## src/rtl/gpio_mux_port.sv

```systemverilog
module gpio_mux_port #(
  parameter int W       = 8,
  parameter int RX_BIT  = 0,
  parameter int TX_BIT  = 1,
  parameter int SCK_BIT = 2,
  parameter int SDA_BIT = 3,
  parameter int SCL_BIT = 4
) (
  input  logic         clk,
  input  logic         rst_n,
  input  logic         reg_wr,
  input  logic [1:0]   reg_addr,
  input  logic [W-1:0] reg_wdata,
  output logic [W-1:0] reg_rdata,
  input  logic [W-1:0] pad_in,
  output logic [W-1:0] pad_out,
  output logic [W-1:0] pad_oe,
  output logic [W-1:0] pad_pu,
  input  logic         csi_txd_en,
  input  logic         csi_txd,
  input  logic         csi_sck_drive,
  input  logic         csi_sck_out,
  output logic         csi_rxd,
  output logic         csi_sck_in,
  input  logic         i2c_sel,
  input  logic         i2c_sda_low,
  input  logic         i2c_scl_low,
  output logic         i2c_sda_in,
  output logic         i2c_scl_in
);

  localparam logic [1:0] A_DIR = 2'd0;
  localparam logic [1:0] A_OUT = 2'd1;
  localparam logic [1:0] A_IN  = 2'd2;
  localparam logic [1:0] A_PU  = 2'd3;
  localparam int HI_LSB = SCL_BIT + 1;

  logic [W-1:0] dir_q, out_q, pu_q, meta_q, sync_q;

  always_ff @(posedge clk or negedge rst_n) begin
    if (!rst_n) begin
      dir_q <= '0;
      out_q <= '0;
      pu_q  <= '0;
    end else if (reg_wr) begin
      case (reg_addr)
        A_DIR:   dir_q <= reg_wdata;
        A_OUT:   out_q <= reg_wdata;
        A_PU:    pu_q  <= reg_wdata;
        default: ;
      endcase
    end
  end

  always_ff @(posedge clk or negedge rst_n) begin
    if (!rst_n) begin
      meta_q <= '0;
      sync_q <= '0;
    end else begin
      meta_q <= pad_in;
      sync_q <= meta_q;
    end
  end

  always_comb begin
    case (reg_addr)
      A_DIR:   reg_rdata = dir_q;
      A_OUT:   reg_rdata = out_q;
      A_IN:    reg_rdata = sync_q;
      default: reg_rdata = pu_q;
    endcase
  end

  always_comb begin
    pad_oe  = dir_q;
    pad_out = out_q;
    if (csi_txd_en) begin
      pad_oe[TX_BIT]  = 1'b1;
      pad_out[TX_BIT] = csi_txd;
    end
    if (csi_sck_drive) begin
      pad_oe[SCK_BIT]  = 1'b1;
      pad_out[SCK_BIT] = csi_sck_out;
    end
    if (i2c_sel) begin
      pad_oe[SDA_BIT]  = i2c_sda_low;
      pad_oe[SCL_BIT]  = i2c_scl_low;
      pad_out[SDA_BIT] = 1'b0;
      pad_out[SCL_BIT] = 1'b0;
    end
  end

  assign pad_pu     = pu_q;
  assign csi_rxd    = sync_q[RX_BIT];
  assign csi_sck_in = sync_q[SCK_BIT];
  assign i2c_sda_in = sync_q[SDA_BIT];
  assign i2c_scl_in = sync_q[SCL_BIT];

  logic [1:0] age_q;
  always_ff @(posedge clk or negedge rst_n) begin
    if (!rst_n)             age_q <= '0;
    else if (age_q != 2'd2) age_q <= age_q + 2'd1;
  end

  p_dir_upper_r2: assert property (@(posedge clk) disable iff (!rst_n)
    (reg_wr && reg_addr == A_DIR) |=> pad_oe[W-1:HI_LSB] == $past(reg_wdata[W-1:HI_LSB]));

  p_pullup_write_r3: assert property (@(posedge clk) disable iff (!rst_n)
    (reg_wr && reg_addr == A_PU) |=> pad_pu == $past(reg_wdata));

  p_in_write_ignored_r4: assert property (@(posedge clk) disable iff (!rst_n)
    (reg_wr && reg_addr == A_IN) |=> ($stable(dir_q) && $stable(out_q) && $stable(pu_q)));

  p_in_latency_r5: assert property (@(posedge clk) disable iff (!rst_n)
    (age_q == 2'd2 && reg_addr == A_IN) |-> reg_rdata == $past(pad_in, 2));

  p_tx_takeover_r6: assert property (@(posedge clk) disable iff (!rst_n)
    csi_txd_en |-> (pad_oe[TX_BIT] && pad_out[TX_BIT] == csi_txd));

  p_sck_takeover_r7: assert property (@(posedge clk) disable iff (!rst_n)
    csi_sck_drive |-> (pad_oe[SCK_BIT] && pad_out[SCK_BIT] == csi_sck_out));

  p_rx_latency_r8: assert property (@(posedge clk) disable iff (!rst_n)
    (age_q == 2'd2) |-> csi_rxd == $past(pad_in[RX_BIT], 2));

  p_open_drain_r9: assert property (@(posedge clk) disable iff (!rst_n)
    i2c_sel |-> !((pad_oe[SDA_BIT] && pad_out[SDA_BIT]) || (pad_oe[SCL_BIT] && pad_out[SCL_BIT])));

endmodule

```

## config.mk

```make
export PLATFORM = sky130hd
export DESIGN_NAME = gpio_mux_port
export DESIGN_NICKNAME = d
export VERILOG_FILES = /design/src/rtl/gpio_mux_port.sv
export SDC_FILE = /design/constraint.sdc
export NUM_CORES = 1
export LEC_CHECK = 0
export BUFFER_PORTS_ARGS = -buffer_cell sky130_fd_sc_hd__buf_4
export CORE_MARGIN = 5
export CORE_UTILIZATION = 35
export CTS_CLUSTER_DIAMETER = 120
export CTS_CLUSTER_SIZE = 25
export DETAILED_ROUTE_END_ITERATION = 10
export PLACE_DENSITY = 0.64
export SLEW_MARGIN = 10
export SYNTH_ARGS = -nofsm -noshare
export SYNTH_HDL_FRONTEND = slang
export SYNTH_SLANG_ARGS = --single-unit
```

## constraint.sdc

```tcl
create_clock -name clk -period 4 [get_ports clk]
set_input_delay 1.2 -clock clk [delete_from_list [all_inputs] [get_ports clk]]
set_output_delay 1.2 -clock clk [all_outputs]
set_load 0.1 [all_outputs]
```

Word level (Yosys, flattened, before mapping)
Cells that the tools add are included.
{"block": "classes", "n_eq_ne": 3, "n_mux": 7, "reduce_logical": 4}
{"operator": "one-hot mux 8 bit (3 select lines)", "count": 1}
{"operator": "AND reduction 2 bit", "count": 3}
{"operator": "equality test 2 bit, second input constant", "count": 2}
{"operator": "two-way mux 1 bit", "count": 4}
{"operator": "two-way mux 2 bit", "count": 2}
{"operator": "equality test 2 x 1 -> 1 bit, second input constant", "count": 1}
{"operator": "logical NOT 2 bit", "count": 1}
{"block": "word_totals", "register_bits": 40, "out_inout_bits": 36}

Logic depth before layout (Yosys ltp)
Gate-level depths: netlist of the first run.
{"block": "depth", "ltp_word": 2, "ltp_mapped": 3}

Least setup slack after synthesis of the first run
No wires, ideal clock.
{"block": "synth_timing", "path_type": "in2out", "startpoint": "input port i2c_sel", "endpoint": "output port pad_out[3]", "setup_slack_ps": 265, "arrival_ps": 2535, "cell_stages": 1, "path_cell_list": "nor2b_1"}
{"block": "synth_via", "elab_chain_cells": 1}
{"element": "start: declaration", "line": "25", "text": "input logic i2c_sel,"}
{"element": "two-way mux 2 bit", "line": "85", "text": "if (i2c_sel) begin"}
{"element": "end: declaration", "line": "16", "text": "output logic [W-1:0] pad_out,"}
No other way between the ends.

Worst setup path in the final report of the first run
{"block": "layout_timing", "startpoint": "input port reg_addr[0]", "endpoint": "output port reg_rdata[1]"}
{"block": "layout_via", "elab_chain_cells": 2, "word_cells_on_any_way": 4, "cone_classes": "2 x eq/ne; 1 x mux; 1 x reduce/logical"}
{"element": "start: declaration", "line": "12", "text": "input logic [1:0] reg_addr,"}
{"element": "equality test 2 bit, or another cell as far along", "line": "66", "text": "case (reg_addr)"}
{"element": "one-hot mux 8 bit (3 select lines) (*)", "line": "66"}
{"element": "end: declaration", "line": "14", "text": "output logic [W-1:0] reg_rdata,"}
Mark *: on every way between the ends. The rest lies on a longest branch, timed or not.

==> metrics.yaml, run 1 <==
worstPathMaxFanout: 11
synth_area_sq_um: 1649
numCtsBuffers: 5
ys_seq_area_frac: 0.6070
r2r_start: "pad_pu[6]$_DFFE_PN0P_"
grt_max_degree: 41
p_leak_nw: 1.035
synth_top_family_by_area: "multiplexers"
drv_cap: 0
drt.antenna.violating_nets: 0
rr_endpoint: "pad_pu[6]$_DFFE_PN0P_"
postPlaceCellArea_sq_um: 2111
syn_avg_cell_area_sq_um: 17.73
slowest_stage: "mux4_2"
diodes: 0
hold_violations: 0
synth_mux_area_frac: 0.3005
cts-hold-fix-buffers: 0
final_cell_mix: "buf_4 (63), dfrtp_1 (40), mux2_2 (28)"
p_sw_frac: 0.4589
path_cells: "buf_4 > mux4_2 > buf_4"
place_congestion: 0.7268
dr_total_vias: 1004
cts_sinks: 40
critPathMostFrequentCell: "buf_4"
root_buffer: "clkbuf_8"
rrSetupSlack_ps: 3210
drt_iter0_markers: 29
firstDrtPassIters: 3
startpoint_type: "input port"
vias_per_cell: 4.827
reg2reg_depth: 1
pin_count: 64
gr-usage-all-layers: 0.1215
netlist-cell-type-count: 10
setup_violations: 0
cts_resized: 0
relSlewSlack: 0.6527
combPwrFrac: 0.447
tns_ps: 0
min_from: "meta_q[4]$_DFF_PN0_"
drc: 0
syn_inst: 93
design_area_sq_um: 2232
vdd.ir_drop.worst_mv: 0.2689
ys_seq_elements: 40
seqPwrFrac: 0.325
critPathCaptureType: "output pin"
die-area_sq_um: 6184
rsz0062_at_grt: "no"
powerDensity_nw_per_um2: 681.2
required_ps: 2800
synthAdderAreaFrac: 0
synth_xor_area_frac: 0
core_area_sq_um: 4661
port_buffers: 63
rows: 25
min_to: "sync_q[4]$_DFF_PN0_"
fmax_mhz: 290.3
grt_pass1_wl_mm: 5.630
min_path_type: "reg2reg"
p_clk_frac: 0.227
status: "complete, no violations"
grt_antenna_before_repair: 0
synth-simple-area-share: 0.04476
grt_pass1_vias: 1096
clk_pin_slew_worst_paths_ps: 70
period_share: 0.8613
synth_warnings: 0
fin_skew_ps: 0.6804
nNetsFinal: 181
die_w_um: 78.64
final_layout_size_suffix_gt1_frac: 0.7273
p_switching_mw: 0.6978
worst_pin_slew_ps: 520.3
period_needed_ps: 3445
chipHeight_um: 78.64
clkLatencyLatePin_ps: 290
drv_slew: 0
p_int_mw: 0.8227
wl_mm: 3.613
cts_setup_buffers: 0
wl_per_cell_um: 17.37
critical_path_arrival_ps: 2250
cts_tree: "done"
critical_path_class: "in2out"
grt_overflow: 0
synth_fp_nets: 121
cts_buffer_depth: 2
cts_max_level: 2
area_delta_synth_final_pct: 35.36
worstHoldPathCells: 0
synth-compound-area-share: 0
layout_commonest_cell: "buf_4"
cp_slowest_stage_delay_ps: 540
initial_utilization: 0.3538
==> worst max-delay path: cells and delay by family <==
| kind | cells | cell delay [ps] |
|---|---|---|
| mux | 1 | 540 |
| buf+inv | 2 | 490 |
==> cells in the mapped netlist <==
| master | number | area share |
|---|---|---|
| mux2_2 | 28 | 0.19 |
| or2_2 | 2 | 0.0076 |
| buf_6 | 1 | 0.0068 |
| nor2b_1 | 2 | 0.0076 |
| buf_4 | 9 | 0.041 |
| mux4_2 | 8 | 0.11 |
| nand3b_4 | 1 | 0.012 |
| nor3b_4 | 1 | 0.011 |
| nand3_2 | 1 | 0.0061 |
| dfrtp_1 | 40 | 0.61 |
==> stage by stage <==
stage / total power, mW / utilization / hold slack (ps) / worst slack [ps] / cells
6_report: 1.520 / 0.4789 / 353.5 / 555.0 / 208
5_1_grt: 1.576 / 0.4789 / 360.3 / 523.8 / 208
4_1_cts: 1.540 / 0.4789 / 355.3 / 544.7 / 208
3_5_place_dp: 1.188 / 0.4529 / 336.4 / 544.7 / 200
3_3_place_gp: 1.181 / 0.4529 / 332.6 / 548.8 / 200
2_1_floorplan: 1.062 / - / 331.2 / 264.7 / 93
==> worst max-delay path by stage <==
stage / start / endpoint / slack (ps) / cells past startpoint
floorplan: i2c_sel / pad_out[3] / 260 / 1
global placement: reg_addr[0] / reg_rdata[2] / 550 / 3
detailed placement: reg_addr[0] / reg_rdata[2] / 540 / 3
CTS: reg_addr[0] / reg_rdata[2] / 540 / 3
global route: reg_addr[0] / reg_rdata[4] / 520 / 3
finish: reg_addr[0] / reg_rdata[1] / 550 / 3
==> power groups by stage <==
stage | clock network (mW) | registers, mW | logic, mW
after CTS | 0.359 | 0.495 | 0.685
after global placement | 0 | 0.500 | 0.680
final | 0.346 | 0.495 | 0.680
after detailed placement | 0 | 0.503 | 0.685
after global routing | 0.375 | 0.503 | 0.698
after floorplan | 0 | 0.621 | 0.442
==> cells by family after synthesis <==
| kind of cell | count (synthesis) |
|---|---|
| multiplexers | 36 |
| flip-flops | 40 |
| AND/OR/NAND/NOR | 7 |
| buffers and inverters | 10 |
==> routing by layer <==
layer / vias up / track usage / wire [um]
li1: 447 / - / -
met2: 39 / 0.2037 / 1828
met3: 6 / 0.05161 / 287
met5: - / 0 / 0
met4: 0 / 0.04720 / 59
met1: 512 / 0.1363 / 1438
==> cell type report <==
type                            instances  area, sq um
Clock buffer                            6        82.58
Clock inverter                          2        38.79
Fill cell                             436         2429
Multi-Input combinational cell         43        569.3
Sequential cell                        40         1001
Tap cell                               54        67.56
Timing Repair Buffer                   63        473.0
==> registers in the layout (all words and copies together), names as in the netlist <==
signal,flops
dir_q,8
pad_pu,8
sync_q,8
out_q,8
meta_q,8
Note: power is estimated with default switching activity, not from simulation.
==> inputs of run 2 (changes only) <==
- PLACE_DENSITY: 0.64 -> 0.66
- clock period: 4 -> 3.05 ns (I/O delays scaled with it)
==> metrics.yaml, run 2 (synthesis results as in run 1) <==
status: "complete, no violations"
tns_ps: 0  # unchanged
gr-usage-all-layers: 0.1315  # +0.01002
grt_pass1_wl_mm: 5.975  # +6.1%
clk_pin_slew_worst_paths_ps: 70  # about the same
worstHoldPathCells: 0  # unchanged
area_delta_synth_final_pct: 33.92
die-area_sq_um: 6184  # unchanged
cts_sinks: 40  # unchanged
fin_total_pwr_mw: 1.898  # +25%
diodes: 0  # unchanged
fin_skew_ps: 1.437  # +0.7570 ps
period_share: 0.9452
cts-hold-fix-buffers: 0  # unchanged
rrSetupSlack_ps: 2260  # -950 ps
drv_slew: 0  # unchanged
seq_area_sq_um: 1001  # unchanged
hold_violations: 0  # unchanged
vias_per_cell: 4.851  # +0.50%
min_path_type: "reg2reg"
final_cell_mix: "buf_4 (63), dfrtp_1 (40), mux2_2 (28)"
port_buffers: 63  # unchanged
grt_antenna_before_repair: 0  # unchanged
wl_mm: 3.634  # +0.58%
period_needed_ps: 2883
multi_input_area_sq_um: 574.3  # +0.88%
vdd.ir_drop.worst_mv: 0.3870  # +44%
rsz0062_at_grt: "no"
worstPathMaxFanout: 11  # unchanged
drc: 0  # unchanged
layout_commonest_cell: "buf_4"
initial_utilization: 0.3538  # unchanged
min_to: "sync_q[7]$_DFF_PN0_"
die_w_um: 78.64  # unchanged
min_from: "meta_q[7]$_DFF_PN0_"
dp_hpwl_mm: 2.716
firstDrtPassIters: 4  # +1
cts_tree: "done"
wl_per_cell_um: 17.47  # +0.58%
cts_buffer_depth: 2  # unchanged
place_congestion: 0.7186  # -1.1%
fmax_mhz: 346.9
cts_max_level: 2  # unchanged
critPathCaptureType: "output pin"
fillers: 402  # -7.8%
dpl_worst_slack_ps: 156.3  # -388.3 ps
critical_path_class: "in2out"
grt_overflow: 0  # unchanged
startpoint_type: "input port"
grt_max_degree: 41  # unchanged
relSlewSlack: 0.6509  # -0.001849
rr_endpoint: "out_q[2]$_DFFE_PN0P_"
critical_path_arrival_ps: 1970  # -280 ps
cts_resized: 0  # unchanged
powerDensity_nw_per_um2: 859.3  # +26%
reg2reg_depth: 1  # unchanged
numCtsBuffers: 5  # unchanged
drv_cap: 0  # unchanged
root_buffer: "clkbuf_8"
grt_pass1_vias: 1196  # +9.1%
r2r_start: "out_q[2]$_DFFE_PN0P_"
clkLatencyLatePin_ps: 280  # about the same
finalWorstSetupSlack_ps: 167.3  # -387.7 ps
drt_iter0_markers: 45  # +55%
final_layout_size_suffix_gt1_frac: 0.7403  # +0.01299
drt.antenna.violating_nets: 0  # unchanged
p_leak_nw: 1.026  # -0.82%
nNetsFinal: 181  # unchanged
chipHeight_um: 78.64  # unchanged
setup_violations: 0  # unchanged
core_area_sq_um: 4661  # unchanged
rows: 25  # unchanged
cts_setup_buffers: 0  # unchanged
pin_count: 64  # unchanged
required_ps: 2130  # -670 ps
worst_pin_slew_ps: 523.1  # +2.769 ps
dr_total_vias: 1009  # +0.50%
[run 2: cell types whose count changed in the layout (fill, tap and decap cells not counted)]
cell and change:
clkinv_2 +2, clkinv_4 -1, nor2b_2 +2, bufinv_16 -1
nor2b_1 -2
[run 2: cell type report]
| cell class | instances | area share |
|---|---|---|
| sequential | 40 | 0.4533 |
| multi-input combinational | 43 | 0.2601 |
| timing repair buffer | 63 | 0.2142 |
| clock buffer | 6 | 0.03739 |
| tap | 54 | 0.03059 |
| clock inverter | 2 | 0.004533 |
[run 2: power breakdown]
group | leakage, nW | switching, mW | internal [mW]
clock | 0.0510 | 0.172 | 0.180
combinational | 0.505 | 0.684 | 0.211
sequential | 0.470 | 0.0488 | 0.602
[run 2: metrics by stage]
step / utilization / hold WS (ps) / area [sq um] / cells
finish: 0.4738 / 349.8 / 2208 / 208
global route: 0.4738 / 362.3 / 2208 / 208
global placement: 0.4540 / 333.4 / 2116 / 200
floorplan: - / 331.2 / 1654 / 93
CTS: 0.4738 / 352.7 / 2208 / 208
detailed placement: 0.4540 / 334.7 / 2116 / 200
[run 2: critical path, cell delays in order]
cell    delay, ps
buf_4         240
mux4_2        550
buf_4         250
[run 2: metal layers]
metal  part of all wire  vias to the layer above  track usage
li1                   -                      449            -
met1               0.39                      513       0.1459
met2               0.51                       42       0.2199
met3              0.087                        5      0.05505
met4              0.011                        0      0.05769
met5                  0                        -            0
[run 2: how the worst max path moves through the flow]
stage	end	from	slack, ps	cells past startpoint
2_1_floorplan	reg_rdata[0]	reg_addr[0]	290	2
3_3_place_gp	reg_rdata[4]	reg_addr[0]	170	3
3_5_place_dp	reg_rdata[1]	reg_addr[0]	160	3
4_1_cts	reg_rdata[1]	reg_addr[0]	160	3
5_1_grt	reg_rdata[1]	reg_addr[0]	120	3
6_report	reg_rdata[1]	reg_addr[0]	170	3
